==> config.mk <==
export PLATFORM = sky130hd
export DESIGN_NAME = dma_chan_engine
export DESIGN_NICKNAME = d
export VERILOG_FILES = /design/src/rtl/dma_chan_pkg.sv /design/src/rtl/dma_addr_step.sv /design/src/rtl/dma_chan_regs.sv /design/src/rtl/dma_chan_fsm.sv /design/src/rtl/dma_chan_engine.sv
export SDC_FILE = /design/constraint.sdc
export NUM_CORES = 1
export LEC_CHECK = 0
export ABC_AREA = 1
export BUFFER_PORTS_ARGS = -buffer_cell sky130_fd_sc_hd__buf_2
export CORE_MARGIN = 2
export CORE_UTILIZATION = 45
export CTS_CLUSTER_DIAMETER = 40
export CTS_CLUSTER_SIZE = 12
export DETAILED_ROUTE_END_ITERATION = 10
export PLACE_DENSITY_LB_ADDON = 0.12
export SKIP_CTS_REPAIR_TIMING = 1
export SYNTH_ARGS = -nofsm -noshare
export SYNTH_HDL_FRONTEND = slang
export SYNTH_SLANG_ARGS = --single-unit
export TNS_END_PERCENT = 30
==> constraint.sdc <==
create_clock -name clk_i -period 3.15 [get_ports clk_i]
set_input_delay 0.4725 -clock clk_i [delete_from_list [all_inputs] [get_ports clk_i]]
set_output_delay 0.4725 -clock clk_i [all_outputs]
set_load 0.01 [all_outputs]
==> src/rtl/dma_chan_pkg.sv <==
package dma_chan_pkg;

  localparam int unsigned BUS_DW    = 32;
  localparam int unsigned REG_IDX_W = 3;
  localparam int unsigned BEATS_16  = 4;
  localparam int unsigned CTRL_W    = 10;

  localparam logic [REG_IDX_W-1:0] IDX_SRC  = 3'd0;
  localparam logic [REG_IDX_W-1:0] IDX_DST  = 3'd1;
  localparam logic [REG_IDX_W-1:0] IDX_CNT  = 3'd2;
  localparam logic [REG_IDX_W-1:0] IDX_CTRL = 3'd3;
  localparam logic [REG_IDX_W-1:0] IDX_STAT = 3'd4;

  typedef enum logic [1:0] {SZ_B1 = 2'd0, SZ_B2 = 2'd1, SZ_B4 = 2'd2, SZ_B16 = 2'd3} unit_sz_e;
  typedef enum logic [1:0] {AM_FIX = 2'd0, AM_INC = 2'd1, AM_DEC = 2'd2, AM_HOLD = 2'd3} addr_mode_e;
  typedef enum logic [2:0] {ST_IDLE, ST_REQ, ST_RD, ST_WR, ST_GAP} xfer_st_e;

  typedef struct packed {
    logic       done_ie;
    logic       half_ie;
    logic       burst;
    addr_mode_e dst_mode;
    addr_mode_e src_mode;
    unit_sz_e   size;
    logic       en;
  } ctrl_t;

  function automatic logic [4:0] unit_bytes(unit_sz_e s);
    case (s)
      SZ_B1:   return 5'd1;
      SZ_B2:   return 5'd2;
      SZ_B4:   return 5'd4;
      default: return 5'd16;
    endcase
  endfunction

  function automatic logic addr_misaligned(logic [3:0] lsb, unit_sz_e s);
    case (s)
      SZ_B2:   return lsb[0];
      SZ_B4:   return |lsb[1:0];
      SZ_B16:  return |lsb;
      default: return 1'b0;
    endcase
  endfunction

endpackage

==> src/rtl/dma_addr_step.sv <==
module dma_addr_step
  import dma_chan_pkg::*;
#(
  parameter int unsigned AW = 32
) (
  input  logic [AW-1:0] base_i,
  input  addr_mode_e    mode_i,
  input  unit_sz_e      size_i,
  output logic [AW-1:0] next_o
);

  logic [AW-1:0] step;
  assign step = AW'(unit_bytes(size_i));

  always_comb begin
    case (mode_i)
      AM_INC:  next_o = base_i + step;
      AM_DEC:  next_o = base_i - step;
      default: next_o = base_i;
    endcase
  end

endmodule

==> src/rtl/dma_chan_regs.sv <==
module dma_chan_regs
  import dma_chan_pkg::*;
#(
  parameter int unsigned AW = 32,
  parameter int unsigned CW = 24
) (
  input  logic                 clk_i,
  input  logic                 rst_ni,
  input  logic                 we_i,
  input  logic [REG_IDX_W-1:0] idx_i,
  input  logic [BUS_DW-1:0]    wdata_i,
  output logic [BUS_DW-1:0]    rdata_o,
  input  logic                 unit_done_i,
  output ctrl_t                ctrl_o,
  output logic [AW-1:0]        src_o,
  output logic [AW-1:0]        dst_o,
  output logic [CW-1:0]        cnt_o,
  output logic                 last_o,
  output logic                 half_o,
  output logic                 done_o,
  output logic                 err_o
);

  ctrl_t         ctrl_q, wr_ctrl, ctrl_wr_v;
  logic [AW-1:0] src_q, dst_q;
  logic [CW-1:0] cnt_q, init_q;
  logic          half_q, done_q, err_q;
  logic [CW:0]   rem_after, half_tgt;
  logic          start_bad, wr_ok;
  logic [2:0]    stat_clr;
  logic          set_done, set_half, set_err;

  logic [AW-1:0] step_base [2];
  addr_mode_e    step_mode [2];
  logic [AW-1:0] step_next [2];

  assign step_base[0] = src_q;
  assign step_base[1] = dst_q;
  assign step_mode[0] = ctrl_q.src_mode;
  assign step_mode[1] = ctrl_q.dst_mode;

  for (genvar g = 0; g < 2; g++) begin : g_step
    dma_addr_step #(.AW(AW)) u_step (
      .base_i (step_base[g]),
      .mode_i (step_mode[g]),
      .size_i (ctrl_q.size),
      .next_o (step_next[g])
    );
  end

  assign wr_ok     = we_i && !ctrl_q.en;
  assign wr_ctrl   = ctrl_t'(wdata_i[CTRL_W-1:0]);
  assign start_bad = addr_misaligned(src_q[3:0], wr_ctrl.size) ||
                     addr_misaligned(dst_q[3:0], wr_ctrl.size);

  always_comb begin
    ctrl_wr_v    = wr_ctrl;
    ctrl_wr_v.en = wr_ctrl.en && !start_bad;
  end

  // zero count stands for 2^CW units
  assign rem_after = {cnt_q == '0, cnt_q} - (CW+1)'(1);
  assign half_tgt  = {init_q == '0, init_q} >> 1;
  assign last_o    = (cnt_q == CW'(1));

  assign stat_clr = (we_i && idx_i == IDX_STAT) ? wdata_i[2:0] : 3'b000;
  assign set_done = unit_done_i && last_o;
  assign set_half = unit_done_i && (rem_after == half_tgt);
  assign set_err  = wr_ok && idx_i == IDX_CTRL && wr_ctrl.en && start_bad;

  always_ff @(posedge clk_i or negedge rst_ni) begin
    if (!rst_ni) begin
      ctrl_q <= '0;
      src_q  <= '0;
      dst_q  <= '0;
      cnt_q  <= '0;
      init_q <= '0;
      half_q <= 1'b0;
      done_q <= 1'b0;
      err_q  <= 1'b0;
    end else begin
      if (wr_ok && idx_i == IDX_SRC) src_q <= wdata_i[AW-1:0];
      if (wr_ok && idx_i == IDX_DST) dst_q <= wdata_i[AW-1:0];
      if (wr_ok && idx_i == IDX_CNT) cnt_q <= wdata_i[CW-1:0];
      if (wr_ok && idx_i == IDX_CTRL) begin
        ctrl_q <= ctrl_wr_v;
        init_q <= cnt_q;
      end
      if (unit_done_i) begin
        cnt_q <= cnt_q - CW'(1);
        src_q <= step_next[0];
        dst_q <= step_next[1];
        if (last_o) ctrl_q.en <= 1'b0;
      end
      // a set in the same cycle as a clear wins
      done_q <= (done_q && !stat_clr[0]) || set_done;
      half_q <= (half_q && !stat_clr[1]) || set_half;
      err_q  <= (err_q  && !stat_clr[2]) || set_err;
    end
  end

  always_comb begin
    case (idx_i)
      IDX_SRC:  rdata_o = BUS_DW'(src_q);
      IDX_DST:  rdata_o = BUS_DW'(dst_q);
      IDX_CNT:  rdata_o = BUS_DW'(cnt_q);
      IDX_CTRL: rdata_o = BUS_DW'(ctrl_q);
      IDX_STAT: rdata_o = BUS_DW'({err_q, half_q, done_q});
      default:  rdata_o = '0;
    endcase
  end

  assign ctrl_o = ctrl_q;
  assign src_o  = src_q;
  assign dst_o  = dst_q;
  assign cnt_o  = cnt_q;
  assign half_o = half_q;
  assign done_o = done_q;
  assign err_o  = err_q;

endmodule

==> src/rtl/dma_chan_fsm.sv <==
module dma_chan_fsm
  import dma_chan_pkg::*;
(
  input  logic              clk_i,
  input  logic              rst_ni,
  input  logic              en_i,
  input  logic              burst_i,
  input  unit_sz_e          size_i,
  input  logic              last_i,
  input  logic              gnt_i,
  input  logic              ready_i,
  input  logic [BUS_DW-1:0] rdata_i,
  output logic              req_o,
  output logic              valid_o,
  output logic              we_o,
  output logic [1:0]        beat_o,
  output logic              unit_done_o,
  output logic [BUS_DW-1:0] data_o
);

  xfer_st_e          st_q, st_d;
  logic [1:0]        beat_q;
  logic [BUS_DW-1:0] data_q;
  logic              beat_last;

  assign beat_last = (size_i != SZ_B16) || (beat_q == 2'(BEATS_16 - 1));

  always_comb begin
    st_d        = st_q;
    req_o       = 1'b0;
    valid_o     = 1'b0;
    we_o        = 1'b0;
    unit_done_o = 1'b0;
    case (st_q)
      ST_IDLE: if (en_i) st_d = ST_REQ;
      ST_REQ: begin
        req_o = 1'b1;
        if (gnt_i) st_d = ST_RD;
      end
      ST_RD: begin
        req_o   = 1'b1;
        valid_o = 1'b1;
        if (ready_i) st_d = ST_WR;
      end
      ST_WR: begin
        req_o   = 1'b1;
        valid_o = 1'b1;
        we_o    = 1'b1;
        if (ready_i) begin
          if (!beat_last) st_d = ST_RD;
          else begin
            unit_done_o = 1'b1;
            if (last_i)       st_d = ST_IDLE;
            else if (burst_i) st_d = ST_RD;
            else              st_d = ST_GAP;
          end
        end
      end
      ST_GAP:  st_d = ST_REQ;   // request low for one cycle
      default: st_d = ST_IDLE;
    endcase
  end

  always_ff @(posedge clk_i or negedge rst_ni) begin
    if (!rst_ni) begin
      st_q   <= ST_IDLE;
      beat_q <= '0;
      data_q <= '0;
    end else begin
      st_q <= st_d;
      if (st_q == ST_RD && ready_i) data_q <= rdata_i;
      if (st_q == ST_WR && ready_i) beat_q <= beat_last ? 2'd0 : beat_q + 2'd1;
    end
  end

  assign beat_o = beat_q;
  assign data_o = data_q;

endmodule

==> src/rtl/dma_chan_engine.sv <==
module dma_chan_engine
  import dma_chan_pkg::*;
#(
  parameter int unsigned AW = 32,
  parameter int unsigned CW = 24
) (
  input  logic          clk_i,
  input  logic          rst_ni,
  input  logic          reg_we_i,
  input  logic [2:0]    reg_addr_i,
  input  logic [31:0]   reg_wdata_i,
  output logic [31:0]   reg_rdata_o,
  output logic          bus_req_o,
  input  logic          bus_gnt_i,
  output logic          bus_valid_o,
  output logic          bus_we_o,
  output logic [AW-1:0] bus_addr_o,
  output logic [1:0]    bus_size_o,
  output logic [31:0]   bus_wdata_o,
  input  logic [31:0]   bus_rdata_i,
  input  logic          bus_ready_i,
  output logic          irq_half_o,
  output logic          irq_done_o
);

  ctrl_t         ctrl;
  logic [AW-1:0] src, dst;
  logic [CW-1:0] cnt;
  logic          last_unit, half_flag, done_flag, err_flag;
  logic          unit_done;
  logic [1:0]    beat;

  dma_chan_regs #(.AW(AW), .CW(CW)) u_regs (
    .clk_i       (clk_i),
    .rst_ni      (rst_ni),
    .we_i        (reg_we_i),
    .idx_i       (reg_addr_i),
    .wdata_i     (reg_wdata_i),
    .rdata_o     (reg_rdata_o),
    .unit_done_i (unit_done),
    .ctrl_o      (ctrl),
    .src_o       (src),
    .dst_o       (dst),
    .cnt_o       (cnt),
    .last_o      (last_unit),
    .half_o      (half_flag),
    .done_o      (done_flag),
    .err_o       (err_flag)
  );

  dma_chan_fsm u_fsm (
    .clk_i       (clk_i),
    .rst_ni      (rst_ni),
    .en_i        (ctrl.en),
    .burst_i     (ctrl.burst),
    .size_i      (ctrl.size),
    .last_i      (last_unit),
    .gnt_i       (bus_gnt_i),
    .ready_i     (bus_ready_i),
    .rdata_i     (bus_rdata_i),
    .req_o       (bus_req_o),
    .valid_o     (bus_valid_o),
    .we_o        (bus_we_o),
    .beat_o      (beat),
    .unit_done_o (unit_done),
    .data_o      (bus_wdata_o)
  );

  assign bus_addr_o = (bus_we_o ? dst : src) + AW'({beat, 2'b00});
  assign bus_size_o = (ctrl.size == SZ_B16) ? SZ_B4 : ctrl.size;
  assign irq_half_o = half_flag && ctrl.half_ie;
  assign irq_done_o = done_flag && ctrl.done_ie;

endmodule

Word level (Yosys, flattened, before mapping)
Cells that the tools add are included.
- register bits: 162
- input bits: 72
- output and inout bits: 103
- RAM bits: 0
- memory bits (read-only): 0
- logic and storage cells: 131
- latch bits: 0
- memories kept: 0
- shift operators: 0
- reductions and logical operators: 45
- add/sub/neg operators: 8
- div/mod/pow operators: 0
- $lt $le $gt $ge: 0
- mux-type cells: 33
- $mul: 0
- eq/ne operators: 28
- bitwise logic cells: 0
- operators with widths (operator ; count):
    32-bit 2-to-1 mux ; 5
    32-bit one-hot mux with 5 select lines ; 1
    32-bit one-hot mux with 2 select lines ; 2
    32-bit by 5-bit adder with 32-bit output ; 2
    32-bit by 5-bit subtractor with 32-bit output ; 2
    24-bit zero test ; 2
    24-bit 2-to-1 mux ; 2
    32-bit by 4-bit adder with 32-bit output ; 1
    25-bit by 24-bit == test with 1-bit output ; 1
    25-bit by 1-bit subtractor with 25-bit output, second input constant ; 1
    24-bit by 1-bit == test with 1-bit output, second input constant ; 1
    3-bit 2-to-1 mux ; 8
    24-bit by 1-bit subtractor with 24-bit output, second input constant ; 1
    1-bit logical AND ; 18
    3-bit one-hot mux with 5 select lines ; 1
    5-bit one-hot mux with 3 select lines ; 1
    2-bit == test, second input constant ; 7
    3-bit by 2-bit == test with 1-bit output, second input constant ; 4
    2-bit != test, second input constant ; 5
    1-bit 2-to-1 mux ; 9
    2-bit by 1-bit == test with 1-bit output, second input constant ; 4
    4-bit OR reduction ; 2
    3-bit by 1-bit == test with 1-bit output, second input constant ; 2
    3-bit == test, second input constant ; 2
    13 further kinds ; 30

Depth between registers and ports, before layout
Gate-level depths: netlist of run 1.
- depth after elaboration: 8
- gate-level depth with buffers: 17
- mapped depth without buffers: 16

Modules after synthesis
A second synthesis of run 1 with hierarchy kept.
- cells, all modules: 2678
- area, all modules: 15792.6 µm²
- modules (own cells, without submodules) (module ; sequential area each (µm²) ; cells each ; area each (µm²) ; times used):
    dma_chan_regs ; 3128.0 ; 987 ; 7134.3 ; 1
    dma_addr_step (u_regs.g_step[1].u_step) ; 0.0 ; 601 ; 2803.9 ; 1
    dma_addr_step (u_regs.g_step[0].u_step) ; 0.0 ; 598 ; 2793.9 ; 1
    dma_chan_fsm ; 925.9 ; 192 ; 1602.8 ; 1
    dma_chan_engine ; 0.0 ; 300 ; 1457.6 ; 1

Least setup slack after synthesis of run 1
No wires, ideal clock.
- kind: register to output
- start point: register u_fsm.st_q[1]
- end point: output port bus_addr_o[25]
- cell stages (with the launch flop): 14
- slack: 0.164 ns
- arrival: 2.513 ns
- path buffers: 3
- data required time: 2.677 ns
- cells stage by stage: dfrtp_1 -> nand3_4 -> buf_6 -> buf_6 -> clkbuf_1 -> o21ai_0 -> ha_1 -> a21oi_1 -> nor2_2 -> nand2_2 -> nor2_4 -> nand3b_2 -> nor3_2 -> xor2_1
- cells in the longest elaborated chain, start to end: 4
- ends and longest elaborated chain (item ; RTL line ; text):
    start, declared ; dma_chan_fsm.sv:21 ; xfer_st_e st_q, st_d;
    start signal, assigned ; dma_chan_fsm.sv:70 ; st_q <= st_d;
    3-bit by 2-bit == test with 1-bit output ; dma_chan_fsm.sv:34 ; case (st_q)
    1-bit 2-to-1 mux ; dma_chan_fsm.sv:34 ;
    32-bit 2-to-1 mux ; dma_chan_engine.sv:69 ; assign bus_addr_o = (bus_we_o ? dst : src) + AW'({beat, 2'b00});
    32-bit by 4-bit adder with 32-bit output ; dma_chan_engine.sv:69 ;
    end, declared ; dma_chan_engine.sv:17 ; output logic [AW-1:0] bus_addr_o,
Every way passes these cells.

Worst setup path after layout of run 1
- start point: register u_fsm.st_q[2]
- end point: output port bus_addr_o[24]
The elaborated chain is that of the path after synthesis.

==> results by group, run 1 <==
Power
  – Power share of the clock group: between 10% and 20%
  – Power density over the cells: 988 mW/mm2
  – Switch Pwr: about 8600 uW
  – Worst IR Drop VDD: 0.733 mV
  – Sw frac: 52.9%
  – Combinational group share of total power: 61.8%
  – Internal power consumption: roughly 7600 uW
  – Sequential share of power: between 20% and 30%
  – Lkg Pwr: 0.00818 uW

STA
  – Timing-limited maximum frequency: between 300 and 400 MHz
  – Unrepaired setup endpoints after global routing: yes
  – Transition at the pin with the smallest max-transition slack: around 0.83 ns
  – Worst clock skew on the final layout: approximately 0.013 ns
  – Final Cycle Share: 101%
  – Max-slew headroom at the worst pin: 44.9%
  – Fin. max-slew vios: 0
  – Worst Setup Slack, final: -0.0318 ns
  – Final setup violation count: 1
  – Final critical path time including I/O delays and setup: 3.18 ns
  – Number of hold violations in the final report: 0

Synth
  – Cell with the most instances after synthesis: nand2_1
  – Most numerous cell types in the synthesized netlist: 541 x nand2_1, 298 x nor2_1, 231 x inv_1
  – Flops & latches, synth: between 150 and 200
  – Cell type with the highest aggregate area in the netlist: dfrtp_1
  – Synthesized instance count: approximately 2100
  – Flip-flop cell with the highest count after synthesis: dfrtp_1
  – Top cell type's share of synthesized area: between 20% and 30%
  – Yosys warning total: 0
  – Sequential-to-total area share from yosys stat: between 20 and 30%
  – Synthesized area divided by synthesized cell count: roughly 6.6 um2
  – Mapped cell area: about 0.014 mm2
  – Async SR Flop Fraction: between 90% and 100%
  – Synthesized net count: approximately 2200
  – Most area-consuming cells after synthesis: dfrtp_1 29%, nand2_1 15%, nor2_1 8.0%, ha_1 6.5%, inv_1 6.2%
  – Distinct cell type count after synthesis: 55
  – Number of synthesized flops with an enable pin: 0

GRT
  – Grt met2 use: around half
  – Overall track demand over capacity in global routing: a little under a third
  – Most Crowded Layer GR: met2
  – Number of global-route vias before repair: 14285
  – First-pass GRT wire length: between 70000 and 80000 um
  – Largest net degree at the start of global routing: 66
  – Number of antenna violations at the first check in global routing: 1
  – Overall overflow remaining after global route: 0
  – Met3 usage in global routing: ~6%
  – Met1 track demand over resource in global routing: 44.1%

Floorplan
  – Die height: ~180 um
  – Area inside the core boundary: around 0.031 mm2
  – Starting utilization of the core area: about 46%
  – I/O pin cnt: approximately 180
  – Floorplan die area: approximately 0.032 mm2
  – Floorplan row count: 64
  – Die outline width: around 180 um

Clocking
  – Max clock buf depth: 2
  – Source-to-sink clock delay at the later pin of the worst-skew pair: between 0.4 and 0.5 ns
  – Number of buffers inserted during clock tree synthesis: 17
  – CTS H-tree depth: 4
  – Clock tree sinks: 162
  – Clock input transition at the sequential cells of the worst setup and hold paths: ~0.070 ns
  – CTS tree: built
  – Root Buffer Master: clkbuf_16

Job
  – Max-cap check violation count: 0

Hold path
  – Hold WC Path Type: input pin to asynchronous set/reset pin

Critical path
  – WS Path Type: flip-flop to output pin
  – Critical path's slowest cell: dfrtp_1
  – Cell with the most instances on the worst path: nand3_4
  – Worst setup SP type: flip-flop
  – Crit path buffers/inverters: 4
  – Endpoint arrival time on the critical path: roughly 2.7 ns
  – Ordered cell list for the critical path: inv_2, nand3_4, buf_12, o21ai_4, ha_4, fa_2, nand3_4, nor2_4, buf_4, nand4_1, xnor2_1, buf_2
  – Required time at the worst-slack endpoint: about 2.7 ns
  – Type of destination of the critical path: output pin
  – Crit-path max FO: 6
  – Largest stage delay on the critical path: between 0.4 and 0.5 ns
  – Cell class contributing the biggest share of worst-path delay: buffers and inverters

Place
  – Final GP Congestion: around 0.96
  – Number of port buffers: 174
  – Detail Placement HPWL: 40600 um
  – Cells after DPL: around 2600

Finish
  – Inserted Diodes: 0
  – Growth of design area from synthesis to finish: 17.7%
  – Finished Core Util: a little over half
  – Number of non-filler instances in the completed layout: between 2000 and 3000
  – Number of nets in the finished design: around 2400
  – Layout fillers: 3092
  – Fraction of final layout cells with drive strength greater than 1: between 15 and 20%

Routing
  – Drt wl/cell: between 15 and 20 um
  – Number of nets with antenna violations after detailed routing: 0
  – Detailed-route vias per instance: between 5 and 6
  – Total detailed-routing wirelength: about 52000 um
  – Starting DRC count in detailed routing: between 1000 and 1500
  – Vias after detailed routing: between 15000 and 20000
  – TritonRoute pass-1 iters: 6
  – Count of unresolved DRC violations after routing: 0

Status
  – Violated checks: negative setup slack
  – Status: finished with violations
[worst register-to-register path, delay by kind of cell (launching register included)]
kind	cells	cell delay, ns
compound gates	2	0.52
buf+inv	2	0.20
fa+ha+maj	2	0.46
flops	1	0.38
simple gates	10	1.21
[cell usage in the layout (no fill, tap or decap), drive strengths merged, types with 3 or more instances in the layout]
master  synthesis  layout
mux2           32      32
nand2         551     551
nor2          317     317
a221oi          3       3
buf            31     222
fa              3       3
nor3           18      18
xor2           27      27
a31oi          31      31
xnor2           9       9
o211ai         16      16
clkbuf         21      20
a21oi         123     123
inv           242     248
o221ai         22      22
nand3         159     159
dfrtp         162     162
a22oi           6       6
nand4          18      18
o21a            8       8
nor3b           4       4
or2             8       8
a221o           3       3
nand3b         17      17
o21ai         164     164
o22ai           5       5
o21bai          6       6
clkinv          2       7
nor4            3       3
ha             72      72
[sequential cells by signal, summed over array words and instances (netlist names)]
| register | cells |
|---|---|
| u_fsm.st_q | 3 |
| u_regs.ctrl_o | 10 |
| u_regs.dst_o | 32 |
| u_regs.cnt_o | 24 |
| u_fsm.beat_o | 2 |
| u_fsm.data_o | 32 |
| u_regs.err_o | 1 |
| u_regs.src_o | 32 |
| u_regs.init_q | 24 |
| u_regs.done_o | 1 |
| u_regs.half_o | 1 |
[final timing paths]
kind	from	end	slack [ns]	cells past startpoint
min in group clk_i	reg_wdata_i[9]	u_regs.ctrl_o[9]	0.23	3
worst min-delay path	rst_ni	u_regs.ctrl_o[1]	0.01	1
worst max-delay path	u_fsm.st_q[2]	bus_addr_o[24]	-0.03	12
worst max register to register	u_regs.ctrl_o[5]	u_regs.dst_o[23]	0.31	16
worst min register to register	u_fsm.data_o[8]	u_fsm.data_o[8]	0.50	1
max in group asynchronous	rst_ni	u_regs.dst_o[21]	2.34	2
[area by class of cell]
class / instances / area [um2] / share of cell area (%)
sequential: 162 / 4050 / 24.7
clock inverter: 13 / 148 / 0.901
tap: 396 / 495 / 3.02
inverter: 244 / 923 / 5.64
multi-input combinational: 1636 / 8970 / 54.8
clock buffer: 18 / 439 / 2.68
timing repair buffer: 224 / 1350 / 8.26
[routing by layer]
metal	up-vias	part of all wire, %
met4	0	2.8
met3	85	9.3
met2	726	44
met1	7138	44
met5	-	0
li1	7329	-
[cell families (layout without fill, tap and decap cells)]
family	count (synthesis)	in the layout	synth area share, %
compound gates	392	392	16.4
xor+xnor	38	38	2.64
fa+ha+maj	75	75	6.90
buf+inv	296	499	8.69
flops	162	162	29.1
mux	32	32	2.59
simple gates	1099	1099	33.7
[power by group through the flow]
stage / registers [uW] / logic [uW] / clock network, uW
after floorplan: 3710 / 6190 / 0
after global placement: 3960 / 8790 / 0
after detailed placement: 3980 / 8900 / 0
after CTS: 3950 / 8940 / 2200
after global routing: 4110 / 10900 / 2270
final: 4010 / 10000 / 2170
[metrics by stage]
step	power, uW	worst slack [ns]	hold slack, ns	instance area, um2	TNS, ns
finish	16200	-0.0318	0.0112	16400	-0.0318
global route	17300	-0.0970	0.0405	16400	-1.06
CTS	15100	-0.216	0.0199	15800	-1.61
detailed placement	12900	0.276	0.487	15300	0
global placement	12800	0.413	0.480	15300	0
floorplan	9900	0.164	0.177	13900	0
(Power assumes the default switching activity.)
==> inputs of run 2 (changes only) <==
--- a/config.mk
+++ b/config.mk
@@ -7,7 +7,6 @@
 export LEC_CHECK = 0
 export ABC_AREA = 1
 export BUFFER_PORTS_ARGS = -buffer_cell sky130_fd_sc_hd__buf_2
-export CORE_MARGIN = 2
 export CORE_UTILIZATION = 45
 export CTS_CLUSTER_DIAMETER = 40
 export CTS_CLUSTER_SIZE = 12
==> run 2 against run 1 <==
  * The run still ends with negative setup slack left
  * Routed wire length hardly changed
  * Design area rose by 0.31%
  * Critical path type unchanged
  * Sequential power grew 1%
  * Worst setup slack worse by 0.0061 ns
  * Maximum frequency fell by 0.19%
  * Critical path depth is 1 higher
==> results by group, run 2 (synthesis gave the netlist of run 1 again) <==
Hold path
  – Launch point of the worst hold path: reg_wdata_i[9]
  – Count of cells along the worst hold path: 3
  – Hold path endpoint: u_regs.ctrl_o[9]
  – Hold WC Path Type: input pin to flip-flop

Place
  – Final GP Congestion: ~0.96
  – Detail Placement HPWL: 40900 um
  – Pre-CTS setup slack: between 0.2 and 0.25 ns
  – Number of port buffers: ~170

Finish
  – Leading cell types in the layout, fill and taps excluded: 534 x nand2_1, 292 x nor2_1, 225 x inv_1
  – Growth of design area from synthesis to finish: 18.0%
  – Layout fillers: approximately 3100
  – Commonest non-fill, non-tap cell in the layout: nand2_1
  – Fraction of final layout cells with drive strength greater than 1: between 15 and 20%
  – Inserted Diodes: 0
  – Number of nets in the finished design: about 2400

Critical path
  – Cells on worst reg2reg path: 16
  – Type of destination of the critical path: output pin
  – Worst r2r dst: u_regs.dst_o[27]
  – Crit-path max FO: 13
  – Endpoint arrival time on the critical path: 2.72 ns
  – Worst r2r src: u_regs.ctrl_o[5]
  – WS Path Type: flip-flop to output pin
  – Internal reg-to-reg setup slack: just under 0.4 ns
  – Worst setup SP type: flip-flop
  – Required time at the worst-slack endpoint: 2.68 ns

GRT
  – Largest net degree at the start of global routing: 95
  – Number of global-route vias before repair: between 10000 and 15000
  – Number of antenna violations at the first check in global routing: 0
  – Overall track demand over capacity in global routing: between 30% and 40%
  – First-pass GRT wire length: a little under 80000 um
  – Overall overflow remaining after global route: 0

STA
  – Worst clock skew on the final layout: between 0.015 and 0.02 ns
  – Unrepaired setup endpoints after global routing: yes
  – Setup TNS: -0.0714 ns
  – Final Cycle Share: 101%
  – Number of hold violations in the final report: 0
  – Final critical path time including I/O delays and setup: 3.19 ns
  – Worst Setup Slack, final: -0.0379 ns
  – Final setup violation count: 4
  – Timing-limited maximum frequency: around 310 MHz
  – Max-slew headroom at the worst pin: between 40% and 50%
  – Transition at the pin with the smallest max-transition slack: about 0.87 ns
  – Fin. max-slew vios: 0
  – Final hold slack: 0.242 ns

Clocking
  – Clock tree sinks: 162
  – Source-to-sink clock delay at the later pin of the worst-skew pair: approximately 0.46 ns
  – Clock input transition at the sequential cells of the worst setup and hold paths: ~0.070 ns
  – CTS H-tree depth: 4
  – Root Buffer Master: clkbuf_16
  – Number of buffers inserted during clock tree synthesis: 17
  – Max clock buf depth: 2
  – CTS tree: built

Floorplan
  – I/O pin cnt: 175
  – Floorplan die area: 0.0316 mm2
  – Die height: 178 um
  – Floorplan row count: 64
  – Die outline width: around 180 um
  – Area inside the core boundary: between 0.03 and 0.04 mm2
  – Starting utilization of the core area: between 40% and 50%

Status
  – Status: finished with violations
  – Violated checks: negative setup slack

Power
  – Worst IR Drop VDD: about 0.46 mV
  – Power density over the cells: a little under 1000 mW/mm2
  – Overall power after layout: ~16000 uW
  – Lkg Pwr: around 0.008 uW

Routing
  – Drt wl/cell: between 15 and 20 um
  – Count of unresolved DRC violations after routing: 0
  – TritonRoute pass-1 iters: 6
  – Total detailed-routing wirelength: between 50000 and 60000 um
  – Starting DRC count in detailed routing: approximately 1400
  – Vias after detailed routing: 15201
  – Number of nets with antenna violations after detailed routing: 0
  – Detailed-route vias per instance: between 5 and 6

Job
  – Max-cap check violation count: 0
==> run 2: cell types whose count changed in the layout (fill, tap and decap cells not counted), sizes merged <==
cell / previous run / this run
clkinv: 7 / 6
nand3: 159 / 160
inv: 248 / 249
dlygate4sd3: 0 / 1
bufinv: 1 / 3
buf: 222 / 216
==> run 2: critical path, stage by stage, from the launching register on <==
cell	delay, ns
dfrtp_2	0.47
nand3_4	0.13
buf_6	0.15
buf_4	0.12
clkbuf_16	0.16
nand2_1	0.07
o21ai_2	0.13
nand2_1	0.11
inv_2	0.09
nand2_1	0.12
nor2_1	0.19
nand4_1	0.14
xnor2_1	0.22
buf_2	0.17
==> run 2: how the worst max path moves through the flow <==
stage                        from        endpoint  slack [ns]
floorplan           u_fsm.st_q[1]  bus_addr_o[25]        0.16
global placement    u_fsm.st_q[1]  bus_addr_o[31]        0.30
detailed placement  u_fsm.st_q[2]  bus_addr_o[31]        0.23
CTS                 u_fsm.st_q[2]  bus_addr_o[31]       -0.26
global route        u_fsm.st_q[2]  bus_addr_o[17]       -0.14
finish              u_fsm.st_q[0]  bus_addr_o[24]       -0.04
==> run 2: area by class of cell <==
cell class / instances / area [um2] / share of cell area (%)
multi-input combinational: 1637 / 8940 / 54.4
sequential: 162 / 4060 / 24.7
timing repair buffer: 220 / 1380 / 8.38
inverter: 244 / 921 / 5.60
tap: 396 / 495 / 3.02
clock buffer: 17 / 425 / 2.59
clock inverter: 15 / 216 / 1.32
==> run 2: through the flow <==
stage	area, um2	std cells	util (%)
CTS	15900	2668	52.1
global placement	15200	2636	50.0
global route	16400	2691	53.9
floorplan	13900	2094	-
finish	16400	2691	53.9
detailed placement	15200	2636	50.0
==> run 2: power breakdown <==
group	internal, uW	switching (uW)
clock	1290	1020
sequential	2950	1100
combinational	3540	6410
==> run 2: per-layer routing <==
| layer | global-route usage (%) | routed length, um | vias up |
|---|---|---|---|
| met2 | 47.6 | 22200 | 673 |
| met1 | 46.4 | 23500 | 7130 |
| met5 | 0 | 0 | - |
| met4 | 11.5 | 1580 | 0 |
| met3 | 7.33 | 5040 | 70 |
| li1 | - | - | 7328 |
==> inputs of run 3 (changes only) <==
--- a/config.mk
+++ b/config.mk
@@ -7,7 +7,11 @@
 export LEC_CHECK = 0
 export ABC_AREA = 1
 export BUFFER_PORTS_ARGS = -buffer_cell sky130_fd_sc_hd__buf_2
-export CORE_UTILIZATION = 45
+export CAP_MARGIN = 0
+export CELL_PAD_IN_SITES_DETAIL_PLACEMENT = 1
+export CELL_PAD_IN_SITES_GLOBAL_PLACEMENT = 2
+export CORE_UTILIZATION = 34
+export CTS_BUF_LIST = sky130_fd_sc_hd__clkbuf_2
 export CTS_CLUSTER_DIAMETER = 40
 export CTS_CLUSTER_SIZE = 12
 export DETAILED_ROUTE_END_ITERATION = 10
==> run 3 against run 2 <==
  * The flow still finishes with violations (negative setup slack)
  * Via count grew 2.9%
  * Power fell by 1.9%
  * Cell count is 7.7% higher
  * Sequential share of layout area shrank 0.85 points
  * Non-clock buffer count increased by 76
  * Combinational power rose by 5%
  * Global-route usage decreased by 3.3 points
  * Die area is 32% higher
  * Critical path type unchanged
==> results by group, run 3 (synthesis gave the netlist of run 1 again) <==
Status
  – Status: finished with violations
  – Violated checks: negative setup slack

STA
  – Worst clock skew on the final layout: between 0.04 and 0.05 ns
  – Setup TNS: -12.20 ns
  – Final hold slack: approximately 0.041 ns
  – Max-slew headroom at the worst pin: about two fifths
  – Transition at the pin with the smallest max-transition slack: about 0.93 ns
  – Final setup violation count: 29
  – Unrepaired setup endpoints after global routing: yes
  – Final Cycle Share: 119%
  – Final critical path time including I/O delays and setup: ~3.8 ns
  – Number of hold violations in the final report: 0
  – Timing-limited maximum frequency: approximately 270 MHz
  – Worst Setup Slack, final: -0.603 ns
  – Fin. max-slew vios: 0

GRT
  – Overall track demand over capacity in global routing: roughly 29%
  – Number of global-route vias before repair: ~16000
  – Largest net degree at the start of global routing: 64
  – Number of antenna violations at the first check in global routing: 1
  – Overall overflow remaining after global route: 0
  – First-pass GRT wire length: 92200 um

Critical path
  – Worst r2r dst: u_regs.src_o[27]
  – Crit-path max FO: 8
  – Worst r2r src: u_regs.ctrl_o[3]
  – Count of cell instances traversed by the critical path: 11
  – Cells on worst reg2reg path: 13
  – Endpoint arrival time on the critical path: 3.28 ns
  – Cell with the most instances on the worst path: nand2_1
  – Cell class contributing the biggest share of worst-path delay: simple AND/OR/NAND/NOR gates
  – Worst setup SP type: flip-flop
  – Type of destination of the critical path: output pin
  – Critical Path Sink: bus_addr_o[29]
  – Internal reg-to-reg setup slack: 0.25 ns
  – WS Path Type: flip-flop to output pin
  – Crit path buffers/inverters: 4
  – Ordered cell list for the critical path: inv_2, nand3_4, buf_12, clkbuf_16, o21ai_4, nand2_1, nor2_1, and3_1, nand2_1, xor2_1, buf_2
  – Worst setup path start: u_fsm.st_q[2]
  – Required time at the worst-slack endpoint: between 2 and 3 ns
  – Critical path's slowest cell: dfrtp_1
  – Largest stage delay on the critical path: ~0.48 ns

Clocking
  – Max clock buf depth: 2
  – Number of buffers inserted during clock tree synthesis: 17
  – Clock tree sinks: around 160
  – Source-to-sink clock delay at the later pin of the worst-skew pair: 0.91 ns
  – Clock input transition at the sequential cells of the worst setup and hold paths: approximately 0.29 ns
  – Root Buffer Master: clkbuf_2
  – CTS H-tree depth: 4
  – CTS tree: built

Routing
  – M1 wire length: 29900 um
  – Detailed-route vias per instance: between 5 and 6
  – Vias after detailed routing: approximately 16000
  – Met3 wire length: around 2600 um
  – Starting DRC count in detailed routing: ~1200
  – Drt wl/cell: around 21 um
  – Number of nets with antenna violations after detailed routing: 0
  – Highest routing layer actually used: met4
  – Total detailed-routing wirelength: around 62000 um
  – Count of unresolved DRC violations after routing: 0
  – Wire length on met2: around 28000 um
  – TritonRoute pass-1 iters: 5

Place
  – Number of port buffers: 174
  – Detail Placement HPWL: approximately 48000 um
  – Pre-CTS setup slack: about 0.25 ns
  – Cells after DPL: between 2000 and 3000
  – Final GP Congestion: 0.944

Floorplan
  – I/O pin cnt: about 180
  – Floorplan row count: 73
  – Starting utilization of the core area: about a third
  – Die height: ~200 um
  – Floorplan die area: roughly 0.042 mm2
  – Die outline width: 204 um
  – Area inside the core boundary: between 0.04 and 0.05 mm2

Power
  – Worst IR Drop VDD: 0.386 mV
  – Power density over the cells: between 900 and 1000 mW/mm2
  – Lkg Pwr: 0.00838 uW

Finish
  – Number of nets in the finished design: around 2500
  – Finished Core Util: ~42%
  – Growth of design area from synthesis to finish: 22.2%
  – Fraction of final layout cells with drive strength greater than 1: between 15 and 20%
  – Number of non-filler instances in the completed layout: about 2900
  – Commonest non-fill, non-tap cell in the layout: nand2_1
  – Leading cell types in the layout, fill and taps excluded: 533 x nand2_1, 288 x nor2_1, 227 x inv_1

Job
  – Max-cap check violation count: 0

Hold path
  – Hold WC Path Type: input pin to flip-flop
run 3: report_power, final:
part / total, uW / switching [uW] / internal [uW]
sequential: 4030 / 1090 / 2940
clock: 1580 / 946 / 633
combinational: 10400 / 6750 / 3650
run 3: worst min-delay path by stage:
stage                          start               end  slack, ns  depth (start not counted)
CTS                           rst_ni  u_regs.ctrl_o[4]      -0.55                          1
global route         reg_wdata_i[14]  u_regs.cnt_o[14]     -0.002                          3
floorplan                     rst_ni   u_fsm.beat_o[0]       0.18                          0
global placement    u_fsm.data_o[20]  u_fsm.data_o[20]       0.48                          1
detailed placement   u_fsm.data_o[3]   u_fsm.data_o[3]       0.49                          1
finish               reg_wdata_i[12]  u_regs.src_o[12]       0.04                          3
run 3: metrics by stage:
stage | total power (uW) | instance area, um2
2_1_floorplan | 9900 | 13900
3_5_place_dp | 13300 | 15500
6_report | 16000 | 17000
4_1_cts | 14900 | 15800
3_3_place_gp | 13100 | 15500
5_1_grt | 17300 | 17000
run 3: final cells by class:
cell class / instances / area (um2)
diodes: 1 / 2.50
clock buffers: 17 / 85.1
clock inverters: 15 / 243
fillers: 5220 / 23100
inverters: 244 / 923
multi-input cells: 1637 / 9000
flip-flops and latches: 162 / 4060
well taps: 525 / 657
repair buffers: 296 / 2050
run 3: worst register-to-register path, delay by kind of cell (launching register included):
kind,cells,cell delay (ns)
and+or+nand+nor,7,0.96
adders and majority gates,2,0.52
AOI/OAI and AO/OA,2,0.49
DFF,1,0.45
buffers and inverters,2,0.42
run 3: per-layer routing:
layer | vias to the layer above | GRT usage [%]
li1 | 7467 | -
met2 | 379 | 45.7
met5 | - | 0
met3 | 69 | 2.92
met1 | 7730 | 42.1
met4 | 0 | 8.90
